==> config.mk <==
export PLATFORM = sky130hd
export DESIGN_NAME = mc_core
export DESIGN_NICKNAME = d
export VERILOG_FILES = /design/src/rtl/mc_pkg.sv /design/src/rtl/mc_regfile.sv /design/src/rtl/mc_alu.sv /design/src/rtl/mc_ctrl.sv /design/src/rtl/mc_core.sv
export SDC_FILE = /design/constraint.sdc
export NUM_CORES = 2
export LEC_CHECK = 0
export BUFFER_PORTS_ARGS = -buffer_cell sky130_fd_sc_hd__buf_4
export CORE_ASPECT_RATIO = 1.4
export CORE_MARGIN = 4
export CORE_UTILIZATION = 55
export CTS_BUF_LIST = sky130_fd_sc_hd__clkbuf_4
export DETAILED_ROUTE_END_ITERATION = 16
export PLACE_DENSITY = 0.75
export SETUP_SLACK_MARGIN = 0.5
export SYNTH_ARGS = -nofsm -noshare
export SYNTH_HDL_FRONTEND = slang
export SYNTH_SLANG_ARGS = --single-unit
==> constraint.sdc <==
create_clock -name clk_i -period 5.7 [get_ports clk_i]
set_input_delay 0.57 -clock clk_i [delete_from_list [all_inputs] [get_ports clk_i]]
set_output_delay 0.57 -clock clk_i [all_outputs]
set_load 0.1 [all_outputs]
==> src/rtl/mc_pkg.sv <==
package mc_pkg;

  localparam logic [5:0] OPC_ALU   = 6'h00;
  localparam logic [5:0] OPC_LOAD  = 6'h23;
  localparam logic [5:0] OPC_STORE = 6'h2B;
  localparam logic [5:0] OPC_BREQ  = 6'h04;

  localparam logic [5:0] FN_ADD = 6'h20;
  localparam logic [5:0] FN_SUB = 6'h22;
  localparam logic [5:0] FN_AND = 6'h24;
  localparam logic [5:0] FN_OR  = 6'h25;
  localparam logic [5:0] FN_SLT = 6'h2A;

  typedef enum logic [2:0] {
    ALU_ADD = 3'd0,
    ALU_SUB = 3'd1,
    ALU_AND = 3'd2,
    ALU_OR  = 3'd3,
    ALU_SLT = 3'd4
  } alu_op_e;

  typedef enum logic [3:0] {
    S_FETCH,
    S_DECODE,
    S_EX_ADDR,
    S_EX_R,
    S_EX_BR,
    S_MEM_RD,
    S_MEM_WR,
    S_R_WB,
    S_LD_WB
  } phase_e;

  typedef enum logic [1:0] {
    SRCB_REG,
    SRCB_STEP,
    SRCB_IMM,
    SRCB_BRANCH
  } srcb_e;

  typedef struct packed {
    logic    pc_we;
    logic    pc_from_aluout;
    logic    br_cond;
    logic    ir_we;
    logic    ab_we;
    logic    aluout_we;
    logic    mdr_we;
    logic    srca_reg;
    srcb_e   srcb;
    alu_op_e alu_op;
    logic    addr_aluout;
    logic    mem_we;
    logic    rf_we;
    logic    rf_dst_rd;
    logic    rf_from_mdr;
  } ctrl_t;

  typedef struct packed {
    logic    ok;
    alu_op_e op;
  } fn_dec_t;

  function automatic fn_dec_t decode_funct(input logic [5:0] fn, input logic [4:0] shamt);
    fn_dec_t r;
    r.ok = (shamt == 5'd0);
    case (fn)
      FN_ADD:  r.op = ALU_ADD;
      FN_SUB:  r.op = ALU_SUB;
      FN_AND:  r.op = ALU_AND;
      FN_OR:   r.op = ALU_OR;
      FN_SLT:  r.op = ALU_SLT;
      default: begin
        r.ok = 1'b0;
        r.op = ALU_ADD;
      end
    endcase
    return r;
  endfunction

endpackage

==> src/rtl/mc_regfile.sv <==
module mc_regfile #(
  parameter int unsigned DATA_W = 32,
  parameter int unsigned DEPTH  = 32,
  localparam int unsigned AW    = $clog2(DEPTH)
) (
  input  logic              clk_i,
  input  logic              rst_ni,
  input  logic [AW-1:0]     raddr_a_i,
  input  logic [AW-1:0]     raddr_b_i,
  output logic [DATA_W-1:0] rdata_a_o,
  output logic [DATA_W-1:0] rdata_b_o,
  input  logic              we_i,
  input  logic [AW-1:0]     waddr_i,
  input  logic [DATA_W-1:0] wdata_i
);

  logic [DATA_W-1:0] regs_q [DEPTH];

  // entry 0 is never written, so it keeps its reset value of zero
  always_ff @(posedge clk_i or negedge rst_ni) begin
    if (!rst_ni) begin
      for (int i = 0; i < DEPTH; i++) regs_q[i] <= '0;
    end else if (we_i && waddr_i != '0) begin
      regs_q[waddr_i] <= wdata_i;
    end
  end

  assign rdata_a_o = regs_q[raddr_a_i];
  assign rdata_b_o = regs_q[raddr_b_i];

  p_r0_zero_r8: assert property (@(posedge clk_i) disable iff (!rst_ni)
    regs_q[0] == '0);

endmodule

==> src/rtl/mc_alu.sv <==
module mc_alu
  import mc_pkg::*;
#(
  parameter int unsigned DATA_W = 32
) (
  input  logic [DATA_W-1:0] a_i,
  input  logic [DATA_W-1:0] b_i,
  input  alu_op_e           op_i,
  output logic [DATA_W-1:0] y_o,
  output logic              zero_o
);

  logic lt;
  assign lt = $signed(a_i) < $signed(b_i);

  always_comb begin
    case (op_i)
      ALU_SUB: y_o = a_i - b_i;
      ALU_AND: y_o = a_i & b_i;
      ALU_OR:  y_o = a_i | b_i;
      ALU_SLT: y_o = {{(DATA_W-1){1'b0}}, lt};
      default: y_o = a_i + b_i;
    endcase
  end

  assign zero_o = (y_o == '0);

  always_comb begin
    if (op_i == ALU_SLT) begin
      p_slt_bool_r4: assert (y_o[DATA_W-1:1] == '0);
    end
  end

endmodule

==> src/rtl/mc_ctrl.sv <==
module mc_ctrl
  import mc_pkg::*;
(
  input  logic       clk_i,
  input  logic       rst_ni,
  input  logic [5:0] opcode_i,
  input  logic [5:0] funct_i,
  input  logic [4:0] shamt_i,
  output ctrl_t      ctrl_o,
  output phase_e     phase_o
);

  phase_e  phase_q, phase_d;
  fn_dec_t fn_dec;
  logic    op_known;

  assign fn_dec   = decode_funct(funct_i, shamt_i);
  assign op_known = opcode_i inside {OPC_ALU, OPC_LOAD, OPC_STORE, OPC_BREQ};

  always_ff @(posedge clk_i or negedge rst_ni) begin
    if (!rst_ni) phase_q <= S_FETCH;
    else         phase_q <= phase_d;
  end

  always_comb begin
    ctrl_o        = '0;
    ctrl_o.srcb   = SRCB_REG;
    ctrl_o.alu_op = ALU_ADD;
    phase_d       = phase_q;
    case (phase_q)
      S_FETCH: begin
        ctrl_o.ir_we = 1'b1;
        ctrl_o.pc_we = 1'b1;
        ctrl_o.srcb  = SRCB_STEP;
        phase_d      = S_DECODE;
      end
      S_DECODE: begin
        // operand read and branch target computed before the opcode is known
        ctrl_o.ab_we     = 1'b1;
        ctrl_o.aluout_we = 1'b1;
        ctrl_o.srcb      = SRCB_BRANCH;
        case (opcode_i)
          OPC_ALU:             phase_d = S_EX_R;
          OPC_LOAD, OPC_STORE: phase_d = S_EX_ADDR;
          OPC_BREQ:            phase_d = S_EX_BR;
          default:             phase_d = S_FETCH;
        endcase
      end
      S_EX_ADDR: begin
        ctrl_o.srca_reg  = 1'b1;
        ctrl_o.srcb      = SRCB_IMM;
        ctrl_o.aluout_we = 1'b1;
        phase_d          = (opcode_i == OPC_LOAD) ? S_MEM_RD : S_MEM_WR;
      end
      S_EX_R: begin
        ctrl_o.srca_reg  = 1'b1;
        ctrl_o.alu_op    = fn_dec.op;
        ctrl_o.aluout_we = 1'b1;
        phase_d          = S_R_WB;
      end
      S_EX_BR: begin
        ctrl_o.srca_reg       = 1'b1;
        ctrl_o.alu_op         = ALU_SUB;
        ctrl_o.br_cond        = 1'b1;
        ctrl_o.pc_from_aluout = 1'b1;
        phase_d               = S_FETCH;
      end
      S_MEM_RD: begin
        ctrl_o.addr_aluout = 1'b1;
        ctrl_o.mdr_we      = 1'b1;
        phase_d            = S_LD_WB;
      end
      S_MEM_WR: begin
        ctrl_o.addr_aluout = 1'b1;
        ctrl_o.mem_we      = 1'b1;
        phase_d            = S_FETCH;
      end
      S_R_WB: begin
        ctrl_o.rf_we     = fn_dec.ok;
        ctrl_o.rf_dst_rd = 1'b1;
        phase_d          = S_FETCH;
      end
      S_LD_WB: begin
        ctrl_o.rf_we       = 1'b1;
        ctrl_o.rf_from_mdr = 1'b1;
        phase_d            = S_FETCH;
      end
      default: phase_d = S_FETCH;
    endcase
  end

  assign phase_o = phase_q;

  p_ld_seq_r3: assert property (@(posedge clk_i) disable iff (!rst_ni)
    phase_q == S_MEM_RD |=> phase_q == S_LD_WB);

  p_br_len_r3: assert property (@(posedge clk_i) disable iff (!rst_ni)
    phase_q == S_EX_BR |=> phase_q == S_FETCH);

  p_bad_op_r9: assert property (@(posedge clk_i) disable iff (!rst_ni)
    (phase_q == S_DECODE && !op_known) |=> phase_q == S_FETCH);

endmodule

==> src/rtl/mc_core.sv <==
module mc_core
  import mc_pkg::*;
#(
  parameter int unsigned DATA_W  = 32,
  parameter int unsigned REG_CNT = 32
) (
  input  logic              clk_i,
  input  logic              rst_ni,
  output logic [DATA_W-1:0] mem_addr_o,
  output logic [DATA_W-1:0] mem_wdata_o,
  output logic              mem_we_o,
  input  logic [DATA_W-1:0] mem_rdata_i
);

  localparam int unsigned REG_AW = $clog2(REG_CNT);
  localparam int unsigned STEP   = DATA_W / 8;

  logic [DATA_W-1:0] pc_q, ir_q, a_q, b_q, aluout_q, mdr_q;
  logic [DATA_W-1:0] imm_ext, srca, srcb, alu_y, rf_a, rf_b, rf_wdata;
  logic [REG_AW-1:0] rf_waddr;
  logic              alu_zero, pc_load;
  ctrl_t             ctl;
  phase_e            phase;

  mc_ctrl u_ctrl (
    .clk_i    (clk_i),
    .rst_ni   (rst_ni),
    .opcode_i (ir_q[31:26]),
    .funct_i  (ir_q[5:0]),
    .shamt_i  (ir_q[10:6]),
    .ctrl_o   (ctl),
    .phase_o  (phase)
  );

  assign imm_ext = {{(DATA_W-16){ir_q[15]}}, ir_q[15:0]};

  always_comb begin
    case (ctl.srcb)
      SRCB_REG:  srcb = b_q;
      SRCB_STEP: srcb = DATA_W'(STEP);
      SRCB_IMM:  srcb = imm_ext;
      default:   srcb = {imm_ext[DATA_W-3:0], 2'b00};
    endcase
  end

  assign srca = ctl.srca_reg ? a_q : pc_q;

  mc_alu #(.DATA_W(DATA_W)) u_alu (
    .a_i    (srca),
    .b_i    (srcb),
    .op_i   (ctl.alu_op),
    .y_o    (alu_y),
    .zero_o (alu_zero)
  );

  assign rf_waddr = ctl.rf_dst_rd ? ir_q[15:11] : ir_q[20:16];
  assign rf_wdata = ctl.rf_from_mdr ? mdr_q : aluout_q;

  mc_regfile #(.DATA_W(DATA_W), .DEPTH(REG_CNT)) u_rf (
    .clk_i     (clk_i),
    .rst_ni    (rst_ni),
    .raddr_a_i (ir_q[25:21]),
    .raddr_b_i (ir_q[20:16]),
    .rdata_a_o (rf_a),
    .rdata_b_o (rf_b),
    .we_i      (ctl.rf_we),
    .waddr_i   (rf_waddr),
    .wdata_i   (rf_wdata)
  );

  assign pc_load = ctl.pc_we | (ctl.br_cond & alu_zero);

  always_ff @(posedge clk_i or negedge rst_ni) begin
    if (!rst_ni) begin
      pc_q     <= '0;
      ir_q     <= '0;
      a_q      <= '0;
      b_q      <= '0;
      aluout_q <= '0;
      mdr_q    <= '0;
    end else begin
      if (pc_load)       pc_q     <= ctl.pc_from_aluout ? aluout_q : alu_y;
      if (ctl.ir_we)     ir_q     <= mem_rdata_i;
      if (ctl.ab_we)     a_q      <= rf_a;
      if (ctl.ab_we)     b_q      <= rf_b;
      if (ctl.aluout_we) aluout_q <= alu_y;
      if (ctl.mdr_we)    mdr_q    <= mem_rdata_i;
    end
  end

  assign mem_addr_o  = ctl.addr_aluout ? aluout_q : pc_q;
  assign mem_wdata_o = b_q;
  assign mem_we_o    = ctl.mem_we;

  p_pc_step_r2: assert property (@(posedge clk_i) disable iff (!rst_ni)
    phase == S_FETCH |=> pc_q == $past(pc_q) + DATA_W'(STEP));

  p_ir_hold_r2: assert property (@(posedge clk_i) disable iff (!rst_ni)
    phase != S_FETCH |=> $stable(ir_q));

  p_pc_hold_r7: assert property (@(posedge clk_i) disable iff (!rst_ni)
    (phase == S_EX_BR && !alu_zero) |=> $stable(pc_q));

  p_br_target_r7: assert property (@(posedge clk_i) disable iff (!rst_ni)
    (phase == S_EX_BR && alu_zero) |=> pc_q == $past(aluout_q));

  p_we_pulse_r6: assert property (@(posedge clk_i) disable iff (!rst_ni)
    mem_we_o |=> !mem_we_o);

endmodule

==> flow_metrics.env <==
export IMPL_ant_nets=0
export IMPL_slew_viol_final=0
export IMPL_track_usage_pct=34.2
export IMPL_power_leakage_uw=0.0323
export IMPL_synth_edf_count=0
export IMPL_clockBufferDepth=4
export IMPL_yosysSeqAreaShare_pct=46.2
export IMPL_wl_mm=215
export IMPL_synth_net_count=6024
export IMPL_layout_commonest_cell="dfrtp_1"
export IMPL_outcome="completed"
export IMPL_cp_end_kind="register"
export IMPL_synthCells=5892
export IMPL_dp_cells=7227
export IMPL_htree_levels=5
export IMPL_worst_skew_pair_late_latency_ps=1250
export IMPL_avgRoutedWirePerCell_um=27.5
export IMPL_overflow=0
export IMPL_cp_common_cell="buf_6"
export IMPL_vias=51400
export IMPL_stdcell_count=7803
export IMPL_grt_pass1_vias=52200
export IMPL_clk_pin_slew_ps=80
export IMPL_cpPeakStageDelay_ps=450
export IMPL_start_util_pct=55.3
export IMPL_coreArea_um2=119000
export IMPL_grt_max_degree=192
export IMPL_n_fill_cell=9171
export IMPL_hp_class="in -> async"
export IMPL_avgSynthCellArea_um2=11.2
export IMPL_finalSetupTns_ps=0
export IMPL_yosysUniqueCellTypes=90
export IMPL_fp_dieH_um=418
export IMPL_dpl_hpwl_mm=130
export IMPL_syn_area_um2=66000
export IMPL_synth_seq_cells=1220
export IMPL_rsz0062_at_grt="true"
export IMPL_drt_iter0_drc=5527
export IMPL_slew_headroom_pct=18.3
export IMPL_rows=150
export IMPL_syn2layout_area_growth_pct=12.1
export IMPL_fin_crit_ps=5330
export IMPL_crit_type="reg -> reg"
export IMPL_maxCapViolations=0
export IMPL_cts_tree="built"
export IMPL_power_density_nw_per_um2=611
export IMPL_drive_above_1_share_pct=29.0
export IMPL_drtPass1Iterations=5
export IMPL_hold_viol_final=0
export IMPL_synth_warnings=0
export IMPL_place_congestion=1.03
export IMPL_clock_skew_ps=86.4
export IMPL_worst_pin_slew_ps=1220
export IMPL_cts_buffers=301
export IMPL_grt_pass1_wl_mm=322
export IMPL_fmax_mhz=187
export IMPL_dieArea_um2=126000
export IMPL_path_buf_inv=8
export IMPL_final_cell_mix="1,208 x dfrtp_1, 924 x nand2_1, 893 x o21ai_0"
export IMPL_ys_flop_type="dfrtp_1"
export IMPL_async_flop_share_pct=100
export IMPL_antenna_found_initial=12
export IMPL_final_setup_viol_count=0
export IMPL_die_width_um=301
export IMPL_slowest_stage="or4_4"
export IMPL_clock_sinks=1220
export IMPL_fin_crit_sh_pct=93.6
export IMPL_port_buffers=98
export IMPL_nNetsFinal=6147
export IMPL_cp_start_kind="register"
export IMPL_required_ps=6800
export IMPL_drc=0
export IMPL_peakVddDrop_uv=510
export IMPL_path_max_fanout=7
export IMPL_num_io_pins=99
export IMPL_vias_per_cell=6.59
export IMPL_arrival_ps=6430
export IMPL_cts_root_buf="clkbuf_4"
export IMPL_critPathTopFamily="simple AND/OR/NAND/NOR gates"
export IMPL_crit_path_cell_trace="buf_6, nor2_4, a21oi_4, buf_6, buf_12, mux2_4, ha_4, buf_4, or4_4, nand2b_4, a21oi_2, buf_6, nor4_4, buf_4, o31ai_4, o221a_2, mux2i_2, nor4b_2, and3_1, and4_4, a31oi_4, buf_12, clkbuf_16, mux2_4"
area by class of cell:
type	count	area (um2)	share of cell area, %
clock buffers	423	3180	4.29
diodes	9	22.5	0.0304
well taps	1596	2000	2.70
multi-input cells	3996	34100	46.0
inverters	103	390	0.527
flip-flops and latches	1220	30600	41.3
repair buffers	393	3550	4.79
clock inverters	63	267	0.360
worst min-delay path: stages:
cell           delay, ps
dlygate4sd3_1        590
buf_12               210
buf_4                320
final timing paths:
kind	startpoint	end	slack [ps]	depth (start not counted)
min	rst_ni	u_rf.regs_q[238]	80	3
max in group asynchronous	rst_ni	u_rf.regs_q[646]	4340	4
max reg2reg	u_ctrl.phase_o[3]	pc_q[2]	370	24
min reg2reg	u_rf.regs_q[1010]	u_rf.regs_q[1010]	400	0
max	u_ctrl.phase_o[3]	pc_q[2]	370	24
min in group clk_i	mem_rdata_i[24]	ir_q[24]	150	3
stage by stage:
step / utilization, % / cell area [um2] / setup slack (ps) / hold WS, ps / total power (uW)
2_1_floorplan: - / 66000 / 518 / 274 / 27500
3_3_place_gp: 57.7 / 68900 / 23.3 / 376 / 35500
3_5_place_dp: 57.7 / 68900 / 60.7 / 383 / 35700
4_1_cts: 61.5 / 73400 / 503 / 7.03 / 43800
5_1_grt: 62.0 / 74000 / 246 / 39.7 / 47400
6_report: 62.0 / 74000 / 366 / 77.2 / 45300
state kept, by name, summed over array words and instances (netlist names):
name and flops:
u_rf.regs_q 1024, a_q 32, aluout_q 32, ir_q 32, mdr_q 32, mem_wdata_o 32, pc_q 32, u_ctrl.phase_o 4
logic make-up after synthesis:
family	Yosys count	share of synthesized area (%)
compound gates	1472	12.1
xor+xnor	26	0.345
fa+ha+maj	98	1.88
buf+inv	676	3.94
flops	1220	46.2
mux	905	26.3
simple gates	1495	9.16
per-layer routing:
layer	routed length (um)	vias to the layer above	GRT usage, %	share of wire, %
met3	20600	878	8.52	9.6
met2	103000	2996	54.6	48
met1	73600	25800	41.2	34
met5	45	-	0	0.021
li1	-	21800	-	-
met4	17200	8	23.6	8.0
synthesized netlist by cell type, types with 69 or more instances:
cell / number / area (um2)
nor2_1: 380 / 1430
ha_1: 96 / 1200
nand2_1: 945 / 3550
a21oi_1: 374 / 1870
inv_1: 103 / 387
o21ai_0: 905 / 4530
mux4_2: 640 / 14400
dfrtp_1: 1220 / 30500
mux2_2: 128 / 1440
mux2i_1: 107 / 1070
clkbuf_1: 483 / 1810
buf_1: 69 / 259
power by group:
part / internal (uW) / leakage, uW / switching [uW]
clock: 3440 / 0.00207 / 3520
combinational: 10800 / 0.0135 / 15100
sequential: 10300 / 0.0167 / 2060
what timing repair did:
action | in CTS | in global routing
hold buffers | 34 | 0
gates cloned | 2 | 2
setup endpoints to repair | 32 | 32
endpoints found under the hold margin | 716 | 0
pin swaps | 26 | 33
setup buffers | 16 | 27
resized for setup | 105 | 86
Note: power is estimated with default switching activity, not from simulation.
